==> config.mk <==
export PLATFORM = sky130hd
export DESIGN_NAME = spare_ecc_packer
export DESIGN_NICKNAME = d
export VERILOG_FILES = /design/src/rtl/spe_pkg.sv /design/src/rtl/spe_ecc_chunk.sv /design/src/rtl/spe_spare_map.sv /design/src/rtl/spe_bad_check.sv /design/src/rtl/spare_ecc_packer.sv
export SDC_FILE = /design/constraint.sdc
export NUM_CORES = 1
export LEC_CHECK = 0
export BUFFER_PORTS_ARGS = -buffer_cell sky130_fd_sc_hd__buf_4
export CAP_MARGIN = 30
export CORE_MARGIN = 2
export CORE_UTILIZATION = 32
export CTS_CLUSTER_SIZE = 8
export DETAILED_ROUTE_END_ITERATION = 16
export GPL_TIMING_DRIVEN = 0
export MAX_ROUTING_LAYER = met4
export PLACE_DENSITY_LB_ADDON = 0.25
export SLEW_MARGIN = 15
export SYNTH_ARGS = -nofsm -noshare
export SYNTH_HDL_FRONTEND = slang
export SYNTH_SLANG_ARGS = --single-unit
==> constraint.sdc <==
create_clock -name clk -period 4.2 [get_ports clk]
set_input_delay 0.84 -clock clk [delete_from_list [all_inputs] [get_ports clk]]
set_output_delay 0.84 -clock clk [all_outputs]
set_load 0.1 [all_outputs]
==> src/rtl/spe_pkg.sv <==
package spe_pkg;
  localparam int CHUNK_BYTES = 256;
  typedef logic [2:0][7:0] ecc_t;

  // bit 6: parity of the byte, bits 5:0: column parities
  function automatic logic [6:0] col_par(input logic [7:0] b);
    logic [6:0] r;
    r[0] = b[0] ^ b[2] ^ b[4] ^ b[6];
    r[1] = b[1] ^ b[3] ^ b[5] ^ b[7];
    r[2] = b[0] ^ b[1] ^ b[4] ^ b[5];
    r[3] = b[2] ^ b[3] ^ b[6] ^ b[7];
    r[4] = ^b[3:0];
    r[5] = ^b[7:4];
    r[6] = ^b;
    return r;
  endfunction

  function automatic ecc_t ecc_pack(input logic [7:0] lp, input logic [7:0] lm,
                                    input logic [5:0] cp);
    ecc_t e;
    for (int k = 0; k < 4; k++) begin
      e[0][2*k+1] = ~lp[k+4];
      e[0][2*k]   = ~lm[k+4];
      e[1][2*k+1] = ~lp[k];
      e[1][2*k]   = ~lm[k];
    end
    e[2] = {~cp, 2'b11};
    return e;
  endfunction
endpackage

==> src/rtl/spe_ecc_chunk.sv <==
module spe_ecc_chunk
  import spe_pkg::*;
(
  input  logic       clk,
  input  logic       rst_n,
  input  logic       clr,
  input  logic       en,
  input  logic [7:0] din,
  input  logic [7:0] pos,
  output ecc_t       ecc_o
);
  logic [5:0] cp_q, cp_d;
  logic [7:0] lp_q, lp_d, lm_q, lm_d;
  logic [6:0] cpar;

  always_comb begin
    cpar = col_par(din);
    cp_d = cp_q ^ cpar[5:0];
    lp_d = lp_q;
    lm_d = lm_q;
    if (cpar[6]) begin
      lp_d = lp_q ^ pos;
      lm_d = lm_q ^ ~pos;
    end
    ecc_o = ecc_pack(lp_d, lm_d, cp_d);
  end

  always_ff @(posedge clk or negedge rst_n) begin
    if (!rst_n) begin
      cp_q <= '0;
      lp_q <= '0;
      lm_q <= '0;
    end else if (clr) begin
      cp_q <= '0;
      lp_q <= '0;
      lm_q <= '0;
    end else if (en) begin
      if (pos == 8'hFF) begin
        cp_q <= '0;
        lp_q <= '0;
        lm_q <= '0;
      end else begin
        cp_q <= cp_d;
        lp_q <= lp_d;
        lm_q <= lm_d;
      end
    end
  end
endmodule

==> src/rtl/spe_spare_map.sv <==
module spe_spare_map #(
  parameter int SLOTS     = 8,
  parameter int BIG_SPARE = 64
) (
  input  logic                  big,
  input  logic [5:0]            sidx,
  input  logic [SLOTS*24-1:0]   ecc_flat,
  output logic [7:0]            byte_o
);
  localparam logic [5:0] BIG_BASE = 6'(BIG_SPARE - 3 * SLOTS);

  logic [5:0] j;

  always_comb begin
    byte_o = 8'hFF;
    j      = '0;
    if (!big) begin
      if (sidx < 6'd4) begin
        j      = sidx;
        byte_o = ecc_flat[{j, 3'b000} +: 8];
      end else if (sidx == 6'd6 || sidx == 6'd7) begin
        j      = sidx - 6'd2;
        byte_o = ecc_flat[{j, 3'b000} +: 8];
      end
    end else if (sidx >= BIG_BASE) begin
      j      = sidx - BIG_BASE;
      byte_o = ecc_flat[{j, 3'b000} +: 8];
    end
  end
endmodule

==> src/rtl/spe_bad_check.sv <==
module spe_bad_check #(
  parameter int SMALL_SPARE = 16,
  parameter int BIG_SPARE   = 64,
  parameter int SMALL_MARK  = 5
) (
  input  logic       clk,
  input  logic       rst_n,
  input  logic       page_big,
  input  logic       chk_start,
  input  logic       chk_valid,
  input  logic [7:0] chk_data,
  output logic       res_valid,
  output logic       res_bad,
  output logic       res_page
);
  localparam int SW = $clog2(BIG_SPARE);
  localparam logic [SW-1:0] SMALL_END = SW'(SMALL_SPARE - 1);
  localparam logic [SW-1:0] BIG_END   = SW'(BIG_SPARE - 1);
  localparam logic [SW-1:0] MARK_POS  = SW'(SMALL_MARK);

  typedef enum logic {C_IDLE, C_RUN} cst_t;

  cst_t          st_q, st_d;
  logic          big_q, big_d, pg_q, pg_d, m0_q, m0_d, bad_q, bad_d;
  logic [SW-1:0] cnt_q, cnt_d;
  logic          rv_q, rv_d, rb_q, rb_d, rp_q, rp_d;
  logic          last, nonff, hit_now, page_bad;

  always_comb begin
    last     = cnt_q == (big_q ? BIG_END : SMALL_END);
    nonff    = chk_data != 8'hFF;
    hit_now  = big_q ? (cnt_q == SW'(1) && m0_q && nonff)
                     : (cnt_q == MARK_POS && nonff);
    page_bad = bad_q | hit_now;

    st_d  = st_q;  big_d = big_q; pg_d = pg_q; m0_d = m0_q;
    bad_d = bad_q; cnt_d = cnt_q;
    rv_d  = 1'b0;  rb_d  = rb_q;  rp_d = rp_q;

    if (chk_start) begin
      st_d  = C_RUN;
      big_d = page_big;
      pg_d  = 1'b0;
      cnt_d = '0;
      m0_d  = 1'b0;
      bad_d = 1'b0;
    end else if (st_q == C_RUN && chk_valid) begin
      cnt_d = cnt_q + SW'(1);
      bad_d = page_bad;
      if (cnt_q == '0) m0_d = nonff;
      if (last) begin
        if (page_bad || pg_q) begin
          rv_d = 1'b1;
          rb_d = page_bad;
          rp_d = pg_q;
          st_d = C_IDLE;
        end else begin
          pg_d  = 1'b1;
          cnt_d = '0;
          bad_d = 1'b0;
          m0_d  = 1'b0;
        end
      end
    end
  end

  always_ff @(posedge clk or negedge rst_n) begin
    if (!rst_n) begin
      st_q <= C_IDLE; big_q <= 1'b0; pg_q <= 1'b0; m0_q <= 1'b0;
      bad_q <= 1'b0; cnt_q <= '0; rv_q <= 1'b0; rb_q <= 1'b0; rp_q <= 1'b0;
    end else begin
      st_q <= st_d; big_q <= big_d; pg_q <= pg_d; m0_q <= m0_d;
      bad_q <= bad_d; cnt_q <= cnt_d; rv_q <= rv_d; rb_q <= rb_d; rp_q <= rp_d;
    end
  end

  assign res_valid = rv_q;
  assign res_bad   = rb_q;
  assign res_page  = rp_q;

  a_r9_single_pulse: assert property (@(posedge clk) disable iff (!rst_n)
    res_valid |=> !res_valid);
  a_r9_after_byte: assert property (@(posedge clk) disable iff (!rst_n)
    res_valid |-> $past(chk_valid));
  a_r8_early_only_bad: assert property (@(posedge clk) disable iff (!rst_n)
    (res_valid && !res_page) |-> res_bad);
endmodule

==> src/rtl/spare_ecc_packer.sv <==
module spare_ecc_packer
  import spe_pkg::*;
#(
  parameter int SMALL_PAGE  = 512,
  parameter int BIG_PAGE    = 2048,
  parameter int SMALL_SPARE = 16,
  parameter int BIG_SPARE   = 64
) (
  input  logic       clk,
  input  logic       rst_n,
  input  logic       page_big,
  input  logic       prg_start,
  input  logic       prg_valid,
  input  logic [7:0] prg_data,
  output logic       spr_valid,
  output logic [7:0] spr_data,
  output logic       spr_last,
  input  logic       chk_start,
  input  logic       chk_valid,
  input  logic [7:0] chk_data,
  output logic       res_valid,
  output logic       res_bad,
  output logic       res_page
);
  localparam int CW     = $clog2(BIG_PAGE);
  localparam int SW     = $clog2(BIG_SPARE);
  localparam int SLOTS  = BIG_PAGE / CHUNK_BYTES;
  localparam int SLW    = CW - 8;
  localparam logic [CW-1:0] SMALL_PEND = CW'(SMALL_PAGE - 1);
  localparam logic [CW-1:0] BIG_PEND   = CW'(BIG_PAGE - 1);
  localparam logic [SW-1:0] SMALL_SEND = SW'(SMALL_SPARE - 1);
  localparam logic [SW-1:0] BIG_SEND   = SW'(BIG_SPARE - 1);
  localparam logic [SW-1:0] BIG_BASE   = SW'(BIG_SPARE - 3 * SLOTS);

  typedef enum logic [1:0] {P_IDLE, P_DATA, P_SPARE} pst_t;

  pst_t          st_q, st_d;
  logic          big_q, big_d;
  logic [CW-1:0] dcnt_q, dcnt_d;
  logic [SW-1:0] scnt_q, scnt_d;
  logic          accept, page_last, spare_last, start_ok, ecc_we;
  logic [SLW-1:0] slot;
  ecc_t          ecc_cur;
  ecc_t          ecc_mem [SLOTS];
  logic [SLOTS*24-1:0] ecc_flat;
  logic [7:0]    map_byte;

  always_comb begin
    start_ok   = (st_q == P_IDLE) && prg_start;
    accept     = (st_q == P_DATA) && prg_valid;
    page_last  = dcnt_q == (big_q ? BIG_PEND : SMALL_PEND);
    spare_last = scnt_q == (big_q ? BIG_SEND : SMALL_SEND);
    ecc_we     = accept && (dcnt_q[7:0] == 8'hFF);
    slot       = dcnt_q[CW-1:8];

    st_d   = st_q;
    big_d  = big_q;
    dcnt_d = dcnt_q;
    scnt_d = scnt_q;
    case (st_q)
      P_IDLE: if (prg_start) begin
        st_d   = P_DATA;
        big_d  = page_big;
        dcnt_d = '0;
      end
      P_DATA: if (prg_valid) begin
        dcnt_d = dcnt_q + CW'(1);
        if (page_last) begin
          st_d   = P_SPARE;
          scnt_d = '0;
        end
      end
      P_SPARE: begin
        scnt_d = scnt_q + SW'(1);
        if (spare_last) st_d = P_IDLE;
      end
      default: st_d = P_IDLE;
    endcase
  end

  always_ff @(posedge clk or negedge rst_n) begin
    if (!rst_n) begin
      st_q   <= P_IDLE;
      big_q  <= 1'b0;
      dcnt_q <= '0;
      scnt_q <= '0;
    end else begin
      st_q   <= st_d;
      big_q  <= big_d;
      dcnt_q <= dcnt_d;
      scnt_q <= scnt_d;
    end
  end

  spe_ecc_chunk u_ecc (
    .clk   (clk),
    .rst_n (rst_n),
    .clr   (start_ok),
    .en    (accept),
    .din   (prg_data),
    .pos   (dcnt_q[7:0]),
    .ecc_o (ecc_cur)
  );

  for (genvar k = 0; k < SLOTS; k++) begin : g_slot
    always_ff @(posedge clk or negedge rst_n) begin
      if (!rst_n)
        ecc_mem[k] <= '0;
      else if (ecc_we && slot == SLW'(k))
        ecc_mem[k] <= ecc_cur;
    end
    assign ecc_flat[k*24 +: 24] = ecc_mem[k];
  end

  spe_spare_map #(.SLOTS(SLOTS), .BIG_SPARE(BIG_SPARE)) u_map (
    .big      (big_q),
    .sidx     (scnt_q),
    .ecc_flat (ecc_flat),
    .byte_o   (map_byte)
  );

  assign spr_valid = st_q == P_SPARE;
  assign spr_data  = map_byte;
  assign spr_last  = spr_valid && spare_last;

  spe_bad_check #(.SMALL_SPARE(SMALL_SPARE), .BIG_SPARE(BIG_SPARE)) u_bad (
    .clk       (clk),
    .rst_n     (rst_n),
    .page_big  (page_big),
    .chk_start (chk_start),
    .chk_valid (chk_valid),
    .chk_data  (chk_data),
    .res_valid (res_valid),
    .res_bad   (res_bad),
    .res_page  (res_page)
  );

  a_r4_contiguous: assert property (@(posedge clk) disable iff (!rst_n)
    (spr_valid && !spr_last) |=> spr_valid);
  a_r4_first_after_data: assert property (@(posedge clk) disable iff (!rst_n)
    $rose(spr_valid) |-> $past(prg_valid));
  a_r2_small_fill: assert property (@(posedge clk) disable iff (!rst_n)
    (spr_valid && !big_q && (scnt_q == SW'(4) || scnt_q > SW'(7))) |-> spr_data == 8'hFF);
  a_r3_big_fill: assert property (@(posedge clk) disable iff (!rst_n)
    (spr_valid && big_q && scnt_q < BIG_BASE) |-> spr_data == 8'hFF);
endmodule

==> run_results.csv <==
group,metric,value,unit
outcome,status,"finished, final reports clean",
critical_path,crit_required,3.36,ns
routing,routed_via_density,5.94,
power_and_ir_drop,power_density,439,mW/mm^2
timing,finalHoldWorstSlack,0.290,ns
floorplanning,ios,36,
placement,hpwl,38300,um
critical_path,cp.arrival,3.32,ns
routing,vias,12482,
job,cap_violations,0,
timing,max_freq,0.240,GHz
synthesis,synth_cell_types,66,
critical_path,crit_fanout,10,
routing,firstDrtPassIters,5,
synthesis,syn_avg_cell_area,9.72,um^2
hold_path,hp-class,"in2async",
clock_network,insertion_delay,0.54,ns
power_and_ir_drop,p_leak,6.86,nW
critical_path,cp-start-kind,"register",
routing,drtIter0Drc,1457,
timing,fin_crit,4.16,ns
routing,postRouteAntennaNets,0,
synthesis,synthCells,1424,
grt,grt_pass1_vias,12128,
critical_path,endpoint_kind,"output port",
synthesis,yosysTopAreaCell,"dfrtp_1",
floorplanning,core,0.0429,mm^2
floorplanning,die_w,212,um
power_and_ir_drop,switchingPower,0.00271,W
clock_network,cts_num_sinks,240,
power_and_ir_drop,power_frac_comb,28.0,%
layout,final_common_cell,"dfrtp_1",
synthesis,synth_seq_area_share,43.4,%
synthesis,synth_nets,1458,
timing,maxSlewHeadroom,32.1,%
clock_network,clock_path_buffers,3,
power_and_ir_drop,p_int,0.00445,W
critical_path,critPathKind,"reg2out",
layout,antenna_cells,0,
critical_path,cp_cell_sequence,"buf_12 > buf_12 > inv_1 > clkbuf_8 > ha_2 > buf_6 > buf_12 > buf_6 > mux2i_1 > a31oi_1 > nand4_1 > a31oi_1 > o31a_2 > buf_6",
floorplanning,fp.dieH,212,um
timing,finalCritPeriodShare,99.2,%
floorplanning,die_area,0.0449,mm^2
clock_network,cts-htree-levels,2,
layout,mostFrequentLayoutCells,"dfrtp_1, nand2_1, o21ai_0",
timing,rsz0062_at_grt,"false",
routing,drc,0,
floorplanning,initial_utilization,32.3,%
layout,area_delta_synth_final,17.7,%
power_and_ir_drop,max-vdd-ir-drop,0.245,mV
grt,globalRouteOverflowTotal,0,
synthesis,synth_top_area_share,43.4,%
layout,final_net_count,1547,
critical_path,cpPeakStageDelay,0.47,ns
critical_path,critPathSlowestCell,"dfrtp_2",
floorplanning,num_rows,76,
power_and_ir_drop,swShare,37.9,%
timing,hold_viol,0,
synthesis,synth-edff-count,0,
layout,fill_cells,4260,
clock_network,cts_tree,"built",
synthesis,ys_warn_count,0,
clock_network,cts.clk_slew.worst_paths,0.05,ns
clock_network,cts_hold_buf,0,
timing,tightest_slew,1.01,ns
synthesis,synth_area,0.0138,mm^2
synthesis,synthFlopType,"dfrtp_1",
layout,drive_above_1_share,17.3,%
clock_network,cts_root_buffer,"clkbuf_16",
placement,io_buffers,35,
synthesis,synthTopCellsByArea,"dfrtp_1, mux4_2, nand2_1",
clock_network,cts_buffers,36,
timing,drv_slew,0,
power_and_ir_drop,p_seq_share,35.4,%
grt,grt_max_degree,90,
timing,tns,0,ns
synthesis,synth-seq-cells,240,
grt,antenna_found_initial,0,
synthesis,ys_async_sr_fraction,100,%
grt,grt_pass1_wl,80800,um
timing,finalSetupViolations,0,
grt,grt_usage,25.1,%
timing,skew,0.0283,ns
placement,gp_congestion,0.995,
power_and_ir_drop,clkPwrFrac,36.6,%
routing,wire_per_inst,25.7,um
routing,routed_wl,54000,um
-- worst paths after layout --
path / startpoint / end / slack, ns / cells after the start
max: scnt_q[1] / spr_data[5] / 0.04 / 14
max reg2reg: dcnt_q[6] / scnt_q[0] / 1.52 / 7
min in group clk: ecc_flat[150] / ecc_flat[150] / 0.48 / 2
min reg2reg: ecc_flat[150] / ecc_flat[150] / 0.48 / 2
min: rst_n / ecc_flat[134] / 0.29 / 1
max in group asynchronous: rst_n / u_bad.res_valid / 3.03 / 2
-- flip-flops by register name (all words and copies together), names as in the netlist, 2 cells and up --
name,count
dcnt_q,11
ecc_flat,184
scnt_q,6
st_q,2
u_bad.cnt_q,6
u_ecc.cp_q,6
u_ecc.lm_q,8
u_ecc.lp_q,8
-- layer usage --
metal  track usage (%)  wire, um  up-vias
li1                  -         -     5393
met1              33.2     22600     6325
met2              37.6     24600      649
met3              4.81      4540      115
met4              10.7      2310        0
met5                 -         0        -
-- power by group through the flow --
stage,sequential (W),clock [W],combinational (W)
floorplan,0.00254,0,0.00103
CTS,0.00253,0.00265,0.00191
global placement,0.00256,0,0.00183
detailed placement,0.00257,0,0.00189
global route,0.00254,0.00274,0.00207
finish,0.00253,0.00262,0.00200
-- kinds of logic after synthesis --
family / share of synthesized area (%)
and+or+nand+nor: 19.8
AOI/OAI and AO/OA: 15.1
DFF: 43.4
buffers and inverters: 4.96
muxes: 13.2
xor gates and xnor gates: 2.62
adders and majority gates: 0.995
-- cells in the mapped netlist (11+ instances only) --
library cell and instances:
o31ai_1 19, nand2_1 237, clkbuf_1 74, and3_1 11, nand3_1 94, mux2i_1 30, buf_2 36, inv_1 15
nor2_1 69, nand2b_1 19, o21ai_0 134, ha_1 11, o211ai_1 13, dfrtp_1 240, nand4_1 78, xnor2_1 24
a21oi_1 19, mux4_2 66, a211o_1 52, a31oi_1 11, nor2b_1 13, a211oi_1 14
-- what timing repair did --
item,in CTS,in global routing
gates cloned,0,0
endpoints found under the setup margin,8,8
pin swaps,2,5
buffers inserted,8,2
resized for setup,57,27
-- critical path: cells and delay by family (launching register included) --
kind / cells / cell delay [ns]
adders and majority gates: 1 / 0.27
muxes: 1 / 0.12
buffers and inverters: 8 / 1.17
DFF: 1 / 0.47
AOI/OAI and AO/OA: 3 / 0.60
and+or+nand+nor: 1 / 0.15
-- area by class of cell --
| type | count | area [um^2] | area share, % |
|---|---|---|---|
| repair buffers | 53 | 495 | 3.04 |
| well taps | 585 | 732 | 4.49 |
| clock inverters | 3 | 26.3 | 0.161 |
| multi-input cells | 1033 | 7290 | 44.7 |
| flip-flops and latches | 240 | 6010 | 36.9 |
| inverters | 17 | 67.6 | 0.415 |
| clock buffers | 39 | 933 | 5.73 |
| plain buffers | 132 | 736 | 4.52 |
-- metrics by stage --
stage               total power, W  setup slack, ns  std cells  util, %  instance area (um^2)
floorplan                  0.00358           0.0353       1424        -                 13800
detailed placement         0.00446           -0.933       2050     34.8                 14900
global route               0.00736          0.00819       2102     38.0                 16300
finish                     0.00716           0.0351       2102     38.0                 16300
global placement           0.00439           -0.973       2044     34.6                 14800
CTS                        0.00709           0.0176       2099     37.7                 16200
Note: power is estimated with default switching activity, not from simulation.
